--- src/rtl/smul_pkg.sv ---
package smul_pkg;
  // Width of the internal accumulator: full product (2W-1 bits) plus sign and guard.
  function automatic int acc_width(input int w);
    return 2 * w + 1;
  endfunction

  // Number of low-order product bits discarded by the truncation.
  function automatic int drop_bits(input int w);
    return w - 1;
  endfunction

  // Index of the lowest accumulator bit that must equal the sign in range.
  function automatic int range_top(input int w);
    return 2 * w - 2;
  endfunction
endpackage

--- src/rtl/smul_row.sv ---
module smul_row #(
  parameter int W  = 8,
  parameter int AW = 17
) (
  input  logic [AW-1:0] acc_in,
  input  logic [W-1:0]  a_in,
  input  logic          bit_in,
  output logic [AW-1:0] acc_out
);
  // Multiplicand aligned to the msb weight of the running sum.
  function automatic logic [AW-1:0] align_a(input logic [W-1:0] a);
    logic [AW-1:0] ext;
    ext = {{(AW-W){a[W-1]}}, a};
    return ext << (W - 1);
  endfunction

  // Add then halve with sign replication (exact: low bit is always zero before shift
  // once enough rows have accumulated, and the guard keeps precision otherwise).
  function automatic logic [AW-1:0] add_halve(input logic [AW-1:0] s, input logic [AW-1:0] t);
    logic [AW-1:0] sum;
    sum = s + t;
    return {sum[AW-1], sum[AW-1:1]};
  endfunction

  logic [AW-1:0] addend;
  assign addend  = bit_in ? align_a(a_in) : '0;
  assign acc_out = add_halve(acc_in, addend);
endmodule

--- src/rtl/smul_sign_row.sv ---
module smul_sign_row #(
  parameter int W  = 8,
  parameter int AW = 17
) (
  input  logic [AW-1:0] acc_in,
  input  logic [W-1:0]  a_in,
  input  logic          sign_bit,
  output logic [AW-1:0] prod_out
);
  function automatic logic [AW-1:0] align_a(input logic [W-1:0] a);
    logic [AW-1:0] ext;
    ext = {{(AW-W){a[W-1]}}, a};
    return ext << (W - 1);
  endfunction

  // Subtraction as inverted operand plus a carry injected at the lsb.
  function automatic logic [AW-1:0] sub_row(input logic [AW-1:0] s, input logic [AW-1:0] t,
                                            input logic en);
    logic [AW-1:0] inv;
    logic [AW-1:0] cin;
    inv = en ? ~t : '0;
    cin = {{(AW-1){1'b0}}, en};
    return s + inv + cin;
  endfunction

  assign prod_out = sub_row(acc_in, align_a(a_in), sign_bit);
endmodule

--- src/rtl/smul_out_stage.sv ---
module smul_out_stage #(
  parameter int W  = 8,
  parameter int AW = 17
) (
  input  logic          clk,
  input  logic          rst,
  input  logic          in_valid,
  input  logic [AW-1:0] prod_in,
  output logic          ovf_event,
  output logic [W-1:0]  x_next,
  output logic          out_valid,
  output logic [W-1:0]  x_out,
  output logic          ovf_out
);
  localparam int TOP = smul_pkg::range_top(W);
  localparam int LO  = smul_pkg::drop_bits(W);
  localparam int NCHK = AW - TOP;

  // The product is in range when every bit from TOP upward equals the sign.
  function automatic logic out_of_range(input logic [AW-1:0] p);
    logic [NCHK-1:0] hi;
    hi = p[AW-1:TOP];
    return !((hi == '0) || (hi == '1));
  endfunction

  function automatic logic [W-1:0] sat_code(input logic neg);
    return neg ? {1'b1, {(W-1){1'b0}}} : {1'b0, {(W-1){1'b1}}};
  endfunction

  assign ovf_event = out_of_range(prod_in);
  assign x_next    = ovf_event ? sat_code(prod_in[AW-1]) : prod_in[TOP:LO];

  always_ff @(posedge clk) begin
    if (rst) begin
      out_valid <= 1'b0;
      x_out     <= '0;
      ovf_out   <= 1'b0;
    end else begin
      out_valid <= in_valid;
      if (in_valid) begin
        x_out   <= x_next;
        ovf_out <= ovf_event;
      end
    end
  end
endmodule

--- src/rtl/smul_trunc_frac.sv ---
module smul_trunc_frac #(
  parameter int W = 8
) (
  input  logic         clk,
  input  logic         rst,
  input  logic         in_valid,
  input  logic [W-1:0] a_in,
  input  logic [W-1:0] b_in,
  output logic         out_valid,
  output logic [W-1:0] x_out,
  output logic         ovf_out
);
  localparam int AW = smul_pkg::acc_width(W);

  logic [AW-1:0] acc_chain [W];
  logic [AW-1:0] full_prod;
  logic          ovf_event;
  logic [W-1:0]  x_next;

  assign acc_chain[0] = '0;

  // Horner chain: rows for b[0] .. b[W-2], each adding then halving.
  for (genvar i = 0; i < W - 1; i++) begin : g_row
    smul_row #(.W(W), .AW(AW)) row_i (
      .acc_in (acc_chain[i]),
      .a_in   (a_in),
      .bit_in (b_in[i]),
      .acc_out(acc_chain[i+1])
    );
  end

  smul_sign_row #(.W(W), .AW(AW)) sign_i (
    .acc_in  (acc_chain[W-1]),
    .a_in    (a_in),
    .sign_bit(b_in[W-1]),
    .prod_out(full_prod)
  );

  smul_out_stage #(.W(W), .AW(AW)) out_i (
    .clk      (clk),
    .rst      (rst),
    .in_valid (in_valid),
    .prod_in  (full_prod),
    .ovf_event(ovf_event),
    .x_next   (x_next),
    .out_valid(out_valid),
    .x_out    (x_out),
    .ovf_out  (ovf_out)
  );
endmodule

--- config.mk ---
export PLATFORM = sky130hd
export DESIGN_NAME = smul_trunc_frac
export DESIGN_NICKNAME = d
export VERILOG_FILES = /design/src/rtl/smul_pkg.sv /design/src/rtl/smul_row.sv /design/src/rtl/smul_sign_row.sv /design/src/rtl/smul_out_stage.sv /design/src/rtl/smul_trunc_frac.sv
export SDC_FILE = /design/constraint.sdc
export NUM_CORES = 1
export LEC_CHECK = 0
export ABC_AREA = 1
export CAP_MARGIN = 30
export CORE_MARGIN = 4
export CORE_UTILIZATION = 40
export CTS_BUF_LIST = sky130_fd_sc_hd__clkbuf_8
export CTS_CLUSTER_SIZE = 16
export DETAILED_ROUTE_END_ITERATION = 12
export PLACE_DENSITY = 0.66
export SETUP_SLACK_MARGIN = 0.15
export SLEW_MARGIN = 15
export SYNTH_ARGS = -nofsm -noshare
export SYNTH_HDL_FRONTEND = slang
export SYNTH_SLANG_ARGS = --single-unit
--- constraint.sdc ---
create_clock -name clk -period 10.55 [get_ports clk]
set_input_delay 2.11 -clock clk [delete_from_list [all_inputs] [get_ports clk]]
set_output_delay 2.11 -clock clk [all_outputs]
set_load 0.05 [all_outputs]
==> summary.txt, run 1 <==
STA
  • Crit share post-route: 91.3%
  • FMAX: 104 MHz
  • RSZ-0062 raised after global routing: false
  • Hold Violations, Final: 0
  • Clk_skew: 0 ns
  • Worst slew pin tran: 0.507 ns
  • # setup viols final: 0
  • Max-slew violations: 0
  • Slew HR: 66.1%
  • Tmin final: 9.63 ns

Synthesis
  • Mapped cell area: 3770 um^2
  • Yosys warnings: 0
  • Synth top area cells: ha_1 (23%), nand2_1 (19%), inv_1 (14%), a21oi_1 (6.8%), xor2_1 (6.3%)
  • Netlist cell types: 29
  • Seq cells post-synth: 10
  • Top FF cell, synth: dfxtp_1
  • Asr flop ratio synth: 0%
  • Post-synth top area share: 22.9%
  • Post-Syn Nets: 745
  • Avg Inst Size Synth: 5.80 um^2
  • Post-synthesis sequential area ratio: 5.30%
  • Synth Instances: 651
  • EDFF count, synth: 0
  • Yosys top cell by area: ha_1

Global routing
  • Largest net degree at the start of global routing: 13
  • Total track usage: 16.1%
  • Grt total ovfl: 0
  • Number of global-route vias before repair: 3735
  • First-pass GRT wire length: 15.5 mm
  • Antenna violations before repair: 0

Clock tree
  • Clock Latency Late Sink: 0.23 ns
  • CTS Sinks: 10
  • CTS buffer count: 3
  • Longest Clk Path Bufs: 2
  • Clk root buf: clkbuf_8
  • Cts hold-fix bufs: 0
  • Clock-pin slew on the worst setup and hold paths: 0.04 ns
  • CTS tree: done
  • Post-CTS Repair Setup Buffers: 0
  • H-tree Lvls: 1

Cells and area
  • Layout area overhead: 12.8%
  • ANT cells: 0
  • Share of layout cells above drive strength 1: 4.75%
  • Multi-input gate area: 2990 um^2
  • Filler cell count: 996
  • Nets: 770
  • Most common cell after layout, fill and taps aside: nand2_1
  • Final Util: 46.3%
  • Most frequent cells in the layout: nand2_1 (195), inv_1 (143), ha_1 (68), a21oi_1 (51), nand3_1 (28)
  • Reg area: 200 um^2

Detailed routing
  • Total vias in the final route: 3799
  • First DRT Iteration DRCs: 194
  • Final antenna-violating net count: 0
  • Via-to-Cell Ratio: 4.84
  • Total detailed-routing wirelength: 8.60 mm
  • DRC: 0
  • Routed len/inst: 11.0 um
  • Router iterations before antenna repair: 5

Floorplan
  • FP Rows: 35
  • Die ar.: 11100 um^2
  • Core area: 9200 um^2
  • Die X: 105 um
  • Initial core utilization: 41.0%
  • Io pins: 29
  • Overall die height: 105 um

Placement
  • HPWL after DPL: 7.25 mm
  • PortBufs: 28
  • Final GP Congestion: 0.907

Worst setup path
  • Crit path max-delay cell type: clkdlybuf4s50_1
  • Most frequent CP cell: ha_1
  • CP required: 10.66 ns
  • CP endpoint kind: flop
  • Reg2reg setup slack: 9.91 ns
  • Arrival @ worst endpoint: 9.74 ns
  • Crit-path leading delay family: adder cells
  • Max stage delay on crit path: 0.48 ns
  • Worst-path fanout max: 7
  • Startpoint class of the critical path: primary input
  • Crit Path Class: in2reg
  • Worst path buffer plus inverter count: 8

Status
  • Status: finished, final reports clean

Flow run
  • Number of max-cap violations: 0

Worst hold path
  • Type of the most critical hold path: reg2reg
stage by stage:
step / setup TNS (ns) / hold WS, ns / cell area [um^2] / cells / setup slack, ns
3_5_place_dp: -0.557 / 0.473 / 4190 / 782 / -0.0911
5_1_grt: 0 / 0.506 / 4260 / 785 / 0.169
3_3_place_gp: -0.00123 / 0.464 / 4190 / 782 / -0.000664
2_1_floorplan: 0 / 0.749 / 3770 / 651 / 1.28
4_1_cts: 0 / 0.485 / 4230 / 785 / 0.281
6_report: 0 / 0.475 / 4260 / 785 / 0.920
metal layers:
metal / global-route usage [%] / vias to the layer above / share of wire, %
met5: 0 / - / 0
met4: 2.25 / 0 / 0.78
met3: 0.556 / 9 / 2.4
met2: 28.4 / 65 / 45
met1: 22.4 / 1660 / 52
li1: - / 2065 / -
synthesized netlist by cell type, types with 2 or more instances:
cell type,instances
o21ai_0,28
nor2_1,25
xor2_1,27
dfxtp_1,10
nand3_1,28
nor3_1,8
nand4_1,4
inv_1,143
o211ai_1,2
o21bai_1,2
clkbuf_1,14
inv_2,2
ha_1,69
o311ai_0,2
nor3_2,2
xnor2_1,14
a21o_1,3
fa_1,6
nand2_2,7
a21oi_1,51
a21oi_2,2
nand2_1,195
kinds of logic (layout without fill, tap and decap cells):
| logic type | count (synthesis) | after routing | share of synthesized area [%] |
|---|---|---|---|
| adder cells (fa/ha/maj) | 75 | 75 | 26.1 |
| AO/OA/AOI/OAI | 92 | 92 | 13.4 |
| AND/OR/NAND/NOR | 272 | 272 | 29.6 |
| XOR/XNOR | 41 | 41 | 9.51 |
| buffers and inverters | 161 | 184 | 16.1 |
| flip-flops | 10 | 10 | 5.30 |
registers in the layout, indices dropped and copies added, names as in the netlist:
signal           count
out_i.ovf_out        1
out_i.x_out          8
out_i.out_valid      1
worst reg2reg max path, stage by stage, from the launching register on:
cell and delay (ns):
dfxtp_1 0.31, nor2_1 0.09, nor2_1 0.05, nand2_1 0.06, inv_1 0.03
final cells by class:
class                   instances  area share (%)
inverters                     146            12.9
repair buffers                 35            8.05
well taps                     111            3.26
clock buffers                   3           0.969
multi-input cells             480            70.1
flip-flops and latches         10            4.70
repair_timing:
action,4_1_cts,5_1_grt
gates resized for setup,1,16
endpoints found under the setup margin,7,9
pin swaps,0,0
worst paths after layout:
path	from	endpoint	cells past startpoint
setup / recovery	a_in[1]	out_i.x_out[6]$_SDFFE_PP0P_	45
hold / removal	out_i.x_out[7]$_SDFFE_PP0P_	out_i.x_out[7]$_SDFFE_PP0P_	2
setup reg to reg	out_i.ovf_out$_SDFFE_PP0P_	out_i.ovf_out$_SDFFE_PP0P_	4
hold reg to reg	out_i.x_out[7]$_SDFFE_PP0P_	out_i.x_out[7]$_SDFFE_PP0P_	2
Power of run 1 is not shown: default switching activity piles up to over one toggle a cycle in this logic, so the estimate is an artifact.
==> run 2: changes to the inputs <==
Settings changed: CORE_ASPECT_RATIO from default to 1.1.
==> run 2 against run 1 <==
Maximum frequency rose by 0.38%. Via count grew 0.50%. Critical path depth increased by 4. Global-route usage down 0.70 points. Non-clock buffer count up 2. Routed wire length fell by 5.3%. Register-to-register slack about the same. Die area barely moved. Sequential share of layout area barely moved. Hold slack better by 0.015 ns. Setup slack improved by 0.037 ns. Largest cell class unchanged.
==> summary.txt, run 2 (same netlist as run 1, synthesis figures left out) <==
Worst hold path
  • Type of the most critical hold path: reg2reg

Global routing
  • Antenna violations before repair: 0
  • Total track usage: 15.4%
  • Number of global-route vias before repair: 3698
  • First-pass GRT wire length: 14.8 mm
  • Largest net degree at the start of global routing: 13
  • Grt total ovfl: 0

Clock tree
  • H-tree Lvls: 1
  • Longest Clk Path Bufs: 2
  • CTS tree: done
  • CTS buffer count: 3
  • CTS Sinks: 10
  • Cts hold-fix bufs: 0
  • Clock-pin slew on the worst setup and hold paths: 0.05 ns
  • Clk root buf: clkbuf_8
  • Clock Latency Late Sink: 0.24 ns

Cells and area
  • Biggest register: out_i.x_out
  • Layout area overhead: 14.0%
  • ANT cells: 0
  • Reg area: 200 um^2
  • Biggest regs: out_i.x_out x8, out_i.out_valid x1, out_i.ovf_out x1
  • Filler cell count: 949
  • Nets: 772
  • Multi-input gate area: 3000 um^2
  • Max reg flops: 8
  • Most frequent cells in the layout: nand2_1 (195), inv_1 (143), ha_1 (67), a21oi_1 (50), nand3_1 (28)
  • Share of layout cells above drive strength 1: 5.76%
  • Most common cell after layout, fill and taps aside: nand2_1

STA
  • Max-slew violations: 0
  • FMAX: 104 MHz
  • Tmin final: 9.59 ns
  • Hold Violations, Final: 0
  • Setup TNS Final: 0 ns
  • Worst slew pin tran: 0.501 ns
  • Setup WS post-layout: 0.957 ns
  • Clk_skew: 0 ns
  • # setup viols final: 0
  • Crit share post-route: 90.9%
  • Slew HR: 66.5%
  • RSZ-0062 raised after global routing: false

Worst setup path
  • Crit path max-delay cell type: clkdlybuf4s50_1
  • Worst-path fanout max: 7
  • Most frequent CP cell: nand2_1
  • Arrival @ worst endpoint: 9.71 ns
  • Startpoint class of the critical path: primary input
  • CP required: 10.67 ns
  • CP endpoint kind: flop
  • Max stage delay on crit path: 0.49 ns
  • Crit Path Class: in2reg

Placement
  • Final GP Congestion: 0.846
  • PortBufs: 28
  • Place WS: 0.109 ns
  • HPWL after DPL: 7.14 mm

Floorplan
  • Initial core utilization: 41.7%
  • Die X: 101 um
  • Overall die height: 110 um
  • Die ar.: 11100 um^2
  • Io pins: 29
  • FP Rows: 36
  • Core area: 9050 um^2

Flow run
  • Number of max-cap violations: 0

Detailed routing
  • Via-to-Cell Ratio: 4.83
  • Total vias in the final route: 3818
  • DRC: 0
  • Total detailed-routing wirelength: 8.15 mm
  • Final antenna-violating net count: 0
  • First DRT Iteration DRCs: 127
  • Routed len/inst: 10.3 um
  • Router iterations before antenna repair: 4

Status
  • Status: finished, final reports clean
==> run 2: layer usage <==
metal / wire length (um) / vias to the layer above / GRT usage, % / part of all wire (%)
met3: 171 / 6 / 1.40 / 2.1
met5: 0 / - / 0 / 0
met1: 3620 / 1700 / 18.1 / 44
met4: 44 / 0 / 1.92 / 0.54
met2: 4310 / 43 / 30.7 / 53
li1: - / 2069 / - / -
==> run 2: what timing repair did <==
item	4_1_cts	5_1_grt
setup buffers	0	1
setup endpoints to repair	0	9
resized for setup	0	18
==> run 2: worst max-delay path, delay by kind of cell <==
kind | cells | cell delay [ns]
adder cells (fa/ha/maj) | 8 | 2.62
XOR/XNOR | 6 | 0.92
AO/OA/AOI/OAI | 11 | 1.66
AND/OR/NAND/NOR | 16 | 1.40
buffers and inverters | 8 | 0.97
==> run 2: stage by stage <==
step	instance area (um^2)	hold slack, ns	utilization (%)	instances
after global placement	4200	0.462	46.4	786
after floorplan	3770	0.749	-	651
after global routing	4300	0.530	47.5	791
final	4300	0.490	47.5	791
after detailed placement	4200	0.474	46.4	786
after CTS	4260	0.491	47.0	790
==> run 2: worst paths after layout <==
check	start	end	slack, ns	cells past startpoint
worst max-delay path	b_in[0]	out_i.x_out[6]$_SDFFE_PP0P_	0.96	49
worst min-delay path	out_i.x_out[7]$_SDFFE_PP0P_	out_i.x_out[7]$_SDFFE_PP0P_	0.49	2
worst max register to register	out_i.x_out[2]$_SDFFE_PP0P_	out_i.x_out[2]$_SDFFE_PP0P_	9.90	2
worst min register to register	out_i.x_out[7]$_SDFFE_PP0P_	out_i.x_out[7]$_SDFFE_PP0P_	0.49	2
==> run 2: final cells by class <==
cell class	count	share of cell area, %
flip-flops and latches	10	4.65
repair buffers	37	8.14
clock buffers	4	1.28
well taps	114	3.32
inverters	146	12.8
multi-input cells	480	69.8
Power of run 2 is left out for the same reason.
==> run 3: changes to the inputs <==
--- a/constraint.sdc
+++ b/constraint.sdc
@@ -3,2 +3,2 @@
 set_output_delay 2.11 -clock clk [all_outputs]
-set_load 0.05 [all_outputs]
+set_load 0.02 [all_outputs]
==> results of run 3 <==
The final DEF is identical to that of run 2. Status: finished, final reports clean.
Power of run 3 is left out for the same reason.
